===== src/rtl/wdt_pkg.sv =====
package wdt_pkg;
  localparam int REG_W  = 8;
  localparam int ADDR_W = 2;

  localparam logic [ADDR_W-1:0] ADR_CTRL = 2'd0;
  localparam logic [ADDR_W-1:0] ADR_TMO  = 2'd1;
  localparam logic [ADDR_W-1:0] ADR_KICK = 2'd2;

  localparam int B_NORM  = 0;
  localparam int B_RECOV = 1;
  localparam int B_LOCK  = 2;
  localparam int B_RSTEN = 6;
  localparam int B_TMOEN = 7;

  localparam logic [REG_W-1:0] KICK_KEY   = 8'h6B;
  localparam logic [REG_W-1:0] CTRL_MASK  = 8'hC7;
  localparam logic [REG_W-1:0] CTRL_STRAP = 8'h41;
endpackage


===== src/rtl/wdt_prescale.sv =====
module wdt_prescale #(
  parameter int DIV = 1000
) (
  input  logic clk_i,
  input  logic rst_ni,
  input  logic run_i,
  input  logic clr_i,
  output logic tick_o
);
  localparam int W = (DIV > 1) ? $clog2(DIV) : 1;
  localparam logic [W-1:0] LAST = W'(DIV - 1);

  logic [W-1:0] pre_q;

  always_ff @(posedge clk_i or negedge rst_ni) begin
    if (!rst_ni)                 pre_q <= '0;
    else if (!run_i || clr_i)    pre_q <= '0;
    else if (pre_q == LAST)      pre_q <= '0;
    else                         pre_q <= pre_q + W'(1);
  end

  assign tick_o = run_i && !clr_i && (pre_q == LAST);
endmodule


===== src/rtl/wdt_regs.sv =====
module wdt_regs
  import wdt_pkg::*;
#(
  parameter logic [REG_W-1:0] DEF_TIMEOUT = 8'd30
) (
  input  logic              clk_i,
  input  logic              rst_ni,
  input  logic              strap_i,
  input  logic [ADDR_W-1:0] addr_i,
  input  logic [REG_W-1:0]  wdata_i,
  input  logic              wr_i,
  input  logic              rd_i,
  input  logic              expire_i,
  output logic [REG_W-1:0]  ctrl_o,
  output logic [REG_W-1:0]  tmo_o,
  output logic              kick_o,
  output logic [REG_W-1:0]  rdata_o
);
  logic [REG_W-1:0] ctrl_q, tmo_q;
  logic             init_q;

  // strap is sampled on the first clock after reset, not as an async reset value
  always_ff @(posedge clk_i or negedge rst_ni) begin
    if (!rst_ni) begin
      ctrl_q <= '0;
      tmo_q  <= DEF_TIMEOUT;
      init_q <= 1'b0;
    end else if (!init_q) begin
      init_q <= 1'b1;
      ctrl_q <= strap_i ? CTRL_STRAP : '0;
    end else begin
      if (wr_i && addr_i == ADR_CTRL && !ctrl_q[B_LOCK]) ctrl_q <= wdata_i & CTRL_MASK;
      if (wr_i && addr_i == ADR_TMO) tmo_q <= wdata_i;
      if (expire_i) begin
        ctrl_q[B_NORM]  <= 1'b0;
        ctrl_q[B_RECOV] <= 1'b0;
      end
    end
  end

  assign kick_o = init_q && wr_i && (addr_i == ADR_KICK) && (wdata_i == KICK_KEY);
  assign ctrl_o = ctrl_q;
  assign tmo_o  = tmo_q;

  always_comb begin
    rdata_o = '0;
    if (rd_i) begin
      case (addr_i)
        ADR_CTRL: rdata_o = ctrl_q;
        ADR_TMO:  rdata_o = tmo_q;
        default:  rdata_o = '0;
      endcase
    end
  end
endmodule


===== src/rtl/wdt_core.sv =====
module wdt_core
  import wdt_pkg::*;
#(
  parameter logic [REG_W-1:0] DEF_TIMEOUT = 8'd30,
  parameter int               PULSE_LEN   = 16
) (
  input  logic             clk_i,
  input  logic             rst_ni,
  input  logic             run_i,
  input  logic             tick_i,
  input  logic             kick_i,
  input  logic [REG_W-1:0] tmo_i,
  input  logic             rst_en_i,
  input  logic             tmo_en_i,
  input  logic             recov_i,
  output logic             expire_o,
  output logic             sys_rst_o,
  output logic             tmo_n_o,
  output logic             failsafe_o
);
  localparam int PW = $clog2(PULSE_LEN + 1);

  logic [REG_W-1:0] cnt_q;
  logic [PW-1:0]    pulse_q;
  logic             tmo_n_q, fs_q;

  always_ff @(posedge clk_i or negedge rst_ni) begin
    if (!rst_ni)                              cnt_q <= DEF_TIMEOUT;
    else if (kick_i)                          cnt_q <= tmo_i;
    else if (run_i && tick_i && cnt_q != '0)  cnt_q <= cnt_q - REG_W'(1);
  end

  // zero count fires without waiting for a tick
  assign expire_o = run_i && (cnt_q == '0) && !kick_i;

  always_ff @(posedge clk_i or negedge rst_ni) begin
    if (!rst_ni) begin
      pulse_q <= '0;
      tmo_n_q <= 1'b1;
      fs_q    <= 1'b0;
    end else begin
      if (expire_o && rst_en_i) pulse_q <= PW'(PULSE_LEN);
      else if (pulse_q != '0)   pulse_q <= pulse_q - PW'(1);
      if (expire_o && tmo_en_i) tmo_n_q <= 1'b0;
      if (expire_o && recov_i)  fs_q    <= 1'b1;
    end
  end

  assign sys_rst_o  = (pulse_q != '0);
  assign tmo_n_o    = tmo_n_q;
  assign failsafe_o = fs_q;
endmodule


===== src/rtl/board_wdt.sv =====
module board_wdt
  import wdt_pkg::*;
#(
  parameter int               CLK_PER_SEC = 1000,
  parameter int               PULSE_LEN   = 16,
  parameter logic [REG_W-1:0] DEF_TIMEOUT = 8'd30
) (
  input  logic              clk_i,
  input  logic              rst_ni,
  input  logic              boot_en_i,
  input  logic [ADDR_W-1:0] addr_i,
  input  logic [REG_W-1:0]  wdata_i,
  input  logic              wr_i,
  input  logic              rd_i,
  output logic [REG_W-1:0]  rdata_o,
  output logic              sys_rst_o,
  output logic              wdt_out_n_o,
  output logic              failsafe_o
);
  logic [REG_W-1:0] ctrl, tmo;
  logic             kick, expire, tick, run;

  wdt_regs #(.DEF_TIMEOUT(DEF_TIMEOUT)) u_regs (
    .clk_i    (clk_i),
    .rst_ni   (rst_ni),
    .strap_i  (boot_en_i),
    .addr_i   (addr_i),
    .wdata_i  (wdata_i),
    .wr_i     (wr_i),
    .rd_i     (rd_i),
    .expire_i (expire),
    .ctrl_o   (ctrl),
    .tmo_o    (tmo),
    .kick_o   (kick),
    .rdata_o  (rdata_o)
  );

  assign run = ctrl[B_NORM] | ctrl[B_RECOV];

  wdt_prescale #(.DIV(CLK_PER_SEC)) u_pre (
    .clk_i  (clk_i),
    .rst_ni (rst_ni),
    .run_i  (run),
    .clr_i  (kick),
    .tick_o (tick)
  );

  wdt_core #(.DEF_TIMEOUT(DEF_TIMEOUT), .PULSE_LEN(PULSE_LEN)) u_core (
    .clk_i      (clk_i),
    .rst_ni     (rst_ni),
    .run_i      (run),
    .tick_i     (tick),
    .kick_i     (kick),
    .tmo_i      (tmo),
    .rst_en_i   (ctrl[B_RSTEN]),
    .tmo_en_i   (ctrl[B_TMOEN]),
    .recov_i    (ctrl[B_RECOV]),
    .expire_o   (expire),
    .sys_rst_o  (sys_rst_o),
    .tmo_n_o    (wdt_out_n_o),
    .failsafe_o (failsafe_o)
  );
endmodule


===== config.mk =====
export PLATFORM = sky130hd
export DESIGN_NAME = board_wdt
export DESIGN_NICKNAME = d
export VERILOG_FILES = /design/src/rtl/wdt_pkg.sv /design/src/rtl/wdt_prescale.sv /design/src/rtl/wdt_regs.sv /design/src/rtl/wdt_core.sv /design/src/rtl/board_wdt.sv
export SDC_FILE = /design/constraint.sdc
export NUM_CORES = 1
export LEC_CHECK = 0
export BUFFER_PORTS_ARGS = -buffer_cell sky130_fd_sc_hd__buf_2
export CAP_MARGIN = 0
export CELL_PAD_IN_SITES_DETAIL_PLACEMENT = 0
export CELL_PAD_IN_SITES_GLOBAL_PLACEMENT = 1
export CORE_MARGIN = 10
export CORE_UTILIZATION = 48
export DETAILED_ROUTE_END_ITERATION = 6
export PLACE_DENSITY = 0.87
export RECOVER_POWER = 50
export SLEW_MARGIN = 5
export SYNTH_ARGS = -nofsm -noshare
export SYNTH_HDL_FRONTEND = slang
export SYNTH_SLANG_ARGS = --single-unit

===== constraint.sdc =====
create_clock -name clk_i -period 3.1 [get_ports clk_i]
set_clock_uncertainty 0.05 [all_clocks]
set_input_delay 0.31 -clock clk_i [delete_from_list [all_inputs] [get_ports clk_i]]
set_output_delay 0.31 -clock clk_i [all_outputs]
set_load 0.05 [all_outputs]

# Word-level counts from Yosys, hierarchy flattened
# Index checks and enable logic that the tools add are counted.
word_totals:
  regBits: 42
  latchBits: 0
  ramBits: 0
  mem_bits_ro: 0
  in_bits: 15
  output_inout_bits: 11
  n_memories: 0
classes:
  add_sub_neg: 3
  n_mul: 0
  div: 0
  order_cmp: 0
  eq_ne: 6
  shift: 0
  mux: 12
  n_bitwise: 1
  reduce_logical: 26
ops:
  columns: ["operator", "count"]
  rows:
  - ["8-bit 2-to-1 mux", 5]
  - ["10-bit 2-to-1 mux", 2]
  - ["8-bit case mux with 2 select lines", 1]
  - ["1-bit logical AND", 15]
  - ["10-bit by 1-bit adder with 10-bit output (second input constant)", 1]
  - ["10-bit equality test (second input constant)", 1]
  - ["5-bit 2-to-1 mux", 2]
  - ["8-bit by 7-bit equality test with 1-bit output (second input constant)", 1]
  - ["8-bit logical NOT", 1]
  - ["8-bit nonzero test", 1]
  - ["8-bit by 1-bit subtractor with 8-bit output (second input constant)", 1]
  - ["7-bit 2-to-1 mux", 1]
  - ["5-bit nonzero test", 1]
  - ["5-bit by 1-bit subtractor with 5-bit output (second input constant)", 1]
  - ["2-bit nonzero test", 2]
  - ["1-bit logical NOT", 3]
  - ["3-bit by 2-bit != test with 1-bit output (second input constant)", 1]
  - ["2-bit by 1-bit equality test with 1-bit output (second input constant)", 1]
  - ["2-bit equality test (second input constant)", 1]
  - ["2-bit logical NOT", 1]
  - ["2-bit 2-to-1 mux", 1]
  - ["2-bit != test (second input constant)", 1]
  - ["2-bit AND reduction", 1]
  - ["1-bit logical OR", 1]
  - ["1-bit OR", 1]

# Logic depth before layout (Yosys ltp)
logic_depth:
  ltp_word: 10
  ltp_mapped: 7
  mapped_depth_nobuf: 6

# By module
# From an unflattened synthesis, not the netlist that was laid out.
unflattened:
  cells_unflattened: 207
  area_unflattened_um2: 2175.8
by_module_without_submodules:
  columns: ["mod", "instances", "cells_per_inst", "area_per_inst_um2"]
  rows:
  - ["wdt_core", 1, 90, 899.6]
  - ["wdt_regs", 1, 63, 764.5]
  - ["wdt_prescale", 1, 53, 505.5]
  - ["board_wdt", 1, 1, 6.3]

# Worst setup path after synthesis
# Ideal clock, no wire load.
synth_path:
  path_kind: "flip-flop to flip-flop"
  start: "register u_core.pulse_q[0]"
  end: "register u_core.pulse_q[1]"
  setup_time_ns: 0.104
  arrival_ns: 1.883
  required_ns: 2.946
  setup_slack_ns: 1.063
  path_stages_with_launch: 6
  path_buffers: 0
  synth_period_minus_slack_ns: 2.037
  cell_sequence: "dfrtp_1 inv_1 ha_1 nor4b_1 inv_1 a221oi_1"
synth_via:
  word_cells_on_any_way: 5
synth_lines:
  columns: ["item", "line", "text"]
  rows:
  - ["from (decl)", "wdt_core.sv:24", "logic [PW-1:0] pulse_q;"]
  - ["from (signal assigned)", "wdt_core.sv:42", "if (expire_o && rst_en_i) pulse_q <= PW'(PULSE_LEN);"]
  - ["from (signal assigned)", "wdt_core.sv:43", "else if (pulse_q != '0) pulse_q <= pulse_q - PW'(1);"]
  - ["5-bit nonzero test", null, null]
  - ["named net sys_rst_o", "board_wdt.sv:16", "output logic sys_rst_o,"]
  - ["2-bit nonzero test (no line)", null, null]
# The timed path passes the listed nets, and every way through them passes these cells. The select of a mux whose other input is x is not followed.
# A chain may end at the register's enable or synchronous reset.

# Final worst setup path
layout_path:
  start: "register u_core.pulse_q[0]"
  end: "output port sys_rst_o"
layout_via:
  elab_chain_len: 1
layout_rtl:
  columns: ["item", "line", "text"]
  rows:
  - ["5-bit nonzero test", "wdt_core.sv:49", "assign sys_rst_o = (pulse_q != '0);"]
  - ["to (decl)", "board_wdt.sv:16", null]
# Every way passes these cells.

==> summary.md <==
| Metric | Value |
|---|---|
| Initial core utilization | `50.17%` |
| CP arrival | `between 2 and 2.5 ns` |
| Crit-path leading delay family | `simple AND/OR/NAND/NOR gates` |
| Worst EP required | `2.74 ns` |
| Cell repeated most along the worst path | `inv_1` |
| Ratio of cells with drive above 1 in the final layout | `between 20% and 30%` |
| Period Utilization, post-route | `77.28%` |
| Flops & latches, synth | `39` |
| Die Area | `7246 um^2` |
| # clock sinks | `39` |
| Ys Warns | `0` |
| Critical path, cell by cell | `inv_1, ha_1, nor4b_1, inv_1, buf_2` |
| Simple-Gate Fraction of Synth Area | `23.54%` |
| First-pass iteration count of the detailed router | `4` |
| # placed instances | `269` |
| Max stage delay cell, worst path | `nor4b_1` |
| GP Congestion | `0.7742` |
| Max-slew violations | `40` |
| DRC Markers | `0` |
| Via count | `1569` |
| First-pass GRT wire length | `7.141 mm` |
| Die Span Y | `85.13 um` |
| Reg-to-reg endpoint | `u_core.cnt_q[1]$_DFFE_PN1P_` |
| Avg WL per Cell | `15.05 um` |
| Vias in the first global route | `1519` |
| H-tree depth | `2` |
| Worst r2r src | `u_core.cnt_q[0]$_DFFE_PN0P_` |
| Aggregate global-route resource usage | `12.00%` |
| R2R cell count | `6` |
| Setup crit start | `u_core.pulse_q[0]$_DFFE_PN0P_` |
| Cell row count | `23` |
| Most frequent cells in the layout | `nor2_1, dfrtp_1, buf_2` |
| Die Wd | `85.13 um` |
| RSZ-0062 raised after global routing | `false` |
| Clock slew at reported path FFs | `0.07 ns` |
| Syn Inst Count | `200` |
| Gates resized, CTS repair | `0` |
| Worst-Margin Slew | `2.051 ns` |
| Drt total wl | `4.170 mm` |
| Slowest stage delay, CP | `0.65 ns` |
| Final setup margin | `0.7045 ns` |
| Min-Delay Path Class | `input port to register` |
| CTS buffer count | `5` |
| Ys flop type | `dfrtp_1` |
| Net Count, Synth | `roughly 220` |
| Status | `finished, violations left` |
| Non-filler cells, final | `277` |
| Synth Area in Compound Gates | `8.297%` |
| Reg2Reg Setup Slack | `1.03 ns` |
| Mux contribution to synthesized area | `9.342%` |
| Syn-to-layout area delta | `13.28%` |
| Vias per cell | `roughly 5.7` |
| Max transition margin | `-36.74%` |
| Sequential area share after synthesis | `a little under 50%` |
| Adder-Cell Fraction of Synth Area | `2.459%` |
| Tmin final | `2.396 ns` |
| Post-synth EDFFs | `0` |
| Remaining global-route overflow | `0` |
| Netlist Area Pre-Place | `around 2000 um^2` |
| WS Path Type | `register to output pin` |
| Worst setup path end | `sys_rst_o` |
| Pre-CTS setup slack | `roughly 1 ns` |
| Worst-Skew Late Latency | `between 0.2 and 0.3 ns` |
| Xor and xnor area share after synthesis | `~4.3%` |
| Most common cell after layout, fill and taps aside | `nor2_1` |
| CTS Root Cell | `clkbuf_8` |
| Leakage | `~1.0 nW` |
| Worst hold start | `boot_en_i` |
| Critical path fanouts, max | `4` |
| DRT antenna net count | `0` |
| N_diodes | `0` |
| Nets | `between 200 and 250` |
| Synth cell types | `45` |
| Largest net degree at the start of global routing | `40` |
| Syn_area_per_cell | `10.18 um^2` |
| Final number of setup-violating endpoints | `0` |
| Core Area | `about 4100 um^2` |
| Failing checks | `capacitance limit, slew limit` |
| Hold buffer count at cts | `0` |
| Largest family of logic cells by synthesized area | `simple AND/OR/NAND/NOR gates` |
| Fmax achieved | `417.4 MHz` |
| Synth async-reset ratio | `100.0%` |
| Max Root-Sink Buffers | `2` |
| Setup TNS | `0 ns` |
| Maximum VDD drop | `0.3120 mV` |
| Number of port buffers | `25` |
| Crit path capture type | `output pin` |
| Pwr Density | `491.0 nW/um^2` |
| WP depth | `5` |
| Final hold violation count | `0` |
| CTS tree | `done` |
| Initial antenna violation count | `0` |
| WP buf/inv | `3` |
| Detailed Place HPWL | `3.097 mm` |
| Max-cap violations | `1` |
| Number of DRC markers in iteration 0 | `53` |
| Setup bufs post-CTS | `0` |
| # IOs | `26` |
| Startpoint types | `register` |
-- worst min path at each step --
stage / slack [ns] / cells after the start / end
global route: 0.21 / 3 / u_regs.ctrl_o[0]$_DFFE_PN0P_
detailed placement: 0.40 / 1 / u_core.failsafe_o$_DFFE_PN0P_
global placement: 0.38 / 1 / u_core.failsafe_o$_DFFE_PN0P_
floorplan: -0.04 / 0 / u_core.cnt_q[0]$_DFFE_PN0P_
CTS: 0.1 / 1 / u_regs.ctrl_o[7]$_DFFE_PN0P_
finish: 0.19 / 3 / u_regs.ctrl_o[0]$_DFFE_PN0P_
-- worst min-delay path: stages --
cell	delay, ns
buf_2	0.07
nand2_1	0.06
o31ai_1	0.06
-- power by group --
| part | switching [mW] | total (mW) | leakage (nW) | internal [mW] |
|---|---|---|---|---|
| Clock | 0.173 | 0.433 | 0.0612 | 0.260 |
| Sequential | 0.0309 | 0.583 | 0.476 | 0.552 |
| Combinational | 0.0694 | 0.116 | 0.503 | 0.0470 |
| Total | 0.273 | 1.13 | 1.04 | 0.859 |
-- kinds of logic after synthesis --
| logic type | count (synthesis) |
|---|---|
| other | 1 |
| and+or+nand+nor | 86 |
| DFF | 39 |
| buffers and inverters | 16 |
| adders and majority gates | 4 |
| AOI/OAI and AO/OA | 26 |
| xor gates and xnor gates | 10 |
| muxes | 18 |
-- Yosys cell counts (4+ instances only) --
cell type / n / area share (%)
xnor2_1: 8 / 3.4
mux2i_1: 10 / 4.9
clkbuf_1: 4 / 0.74
mux2_2: 8 / 4.4
nor2_1: 34 / 6.3
ha_1: 4 / 2.5
dfstp_2: 9 / 12
dfrtp_1: 30 / 37
and3_1: 4 / 1.2
a31oi_1: 7 / 2.2
nand3_1: 7 / 1.7
o21ai_0: 6 / 1.5
inv_1: 10 / 1.8
nand2_1: 5 / 0.92
or3_1: 7 / 2.2
nor3_1: 7 / 1.7
-- layout make-up --
type                       instances  area [um^2]
timing repair buffer              25        121.4
fill                             359         1752
inverter                          10        37.54
tap                               50        62.56
clock buffer                       6        82.58
multi-input combinational        145        979.7
sequential                        39        987.2
clock inverter                     2        35.03
-- registers in the layout, indices dropped and copies added (netlist names) --
name and flops:
u_core.cnt_q 8, u_core.pulse_q 5, u_regs.tmo_o 8, u_regs.init_q 1, u_core.failsafe_o 1, u_regs.ctrl_o 5, u_pre.pre_q 10, u_core.tmo_n_o 1
-- routing by layer --
metal / GRT usage (%) / wire, um
met2: 18.39 / 1899
met4: 6.138 / 74
met3: 4.207 / 253
met5: 0 / 0
met1: 14.50 / 1943
-- through the flow --
step / area (um^2) / hold slack (ns) / power, mW / utilization (%)
after floorplan: 2036 / -0.03559 / 0.6637 / -
after global routing: 2306 / 0.2102 / 1.184 / 56.83
after global placement: 2192 / 0.3849 / 0.7087 / 54.02
final: 2306 / 0.1924 / 1.132 / 56.83
after detailed placement: 2192 / 0.3951 / 0.7121 / 54.02
after CTS: 2310 / 0.09551 / 1.146 / 56.92
(Power assumes the default switching activity.)
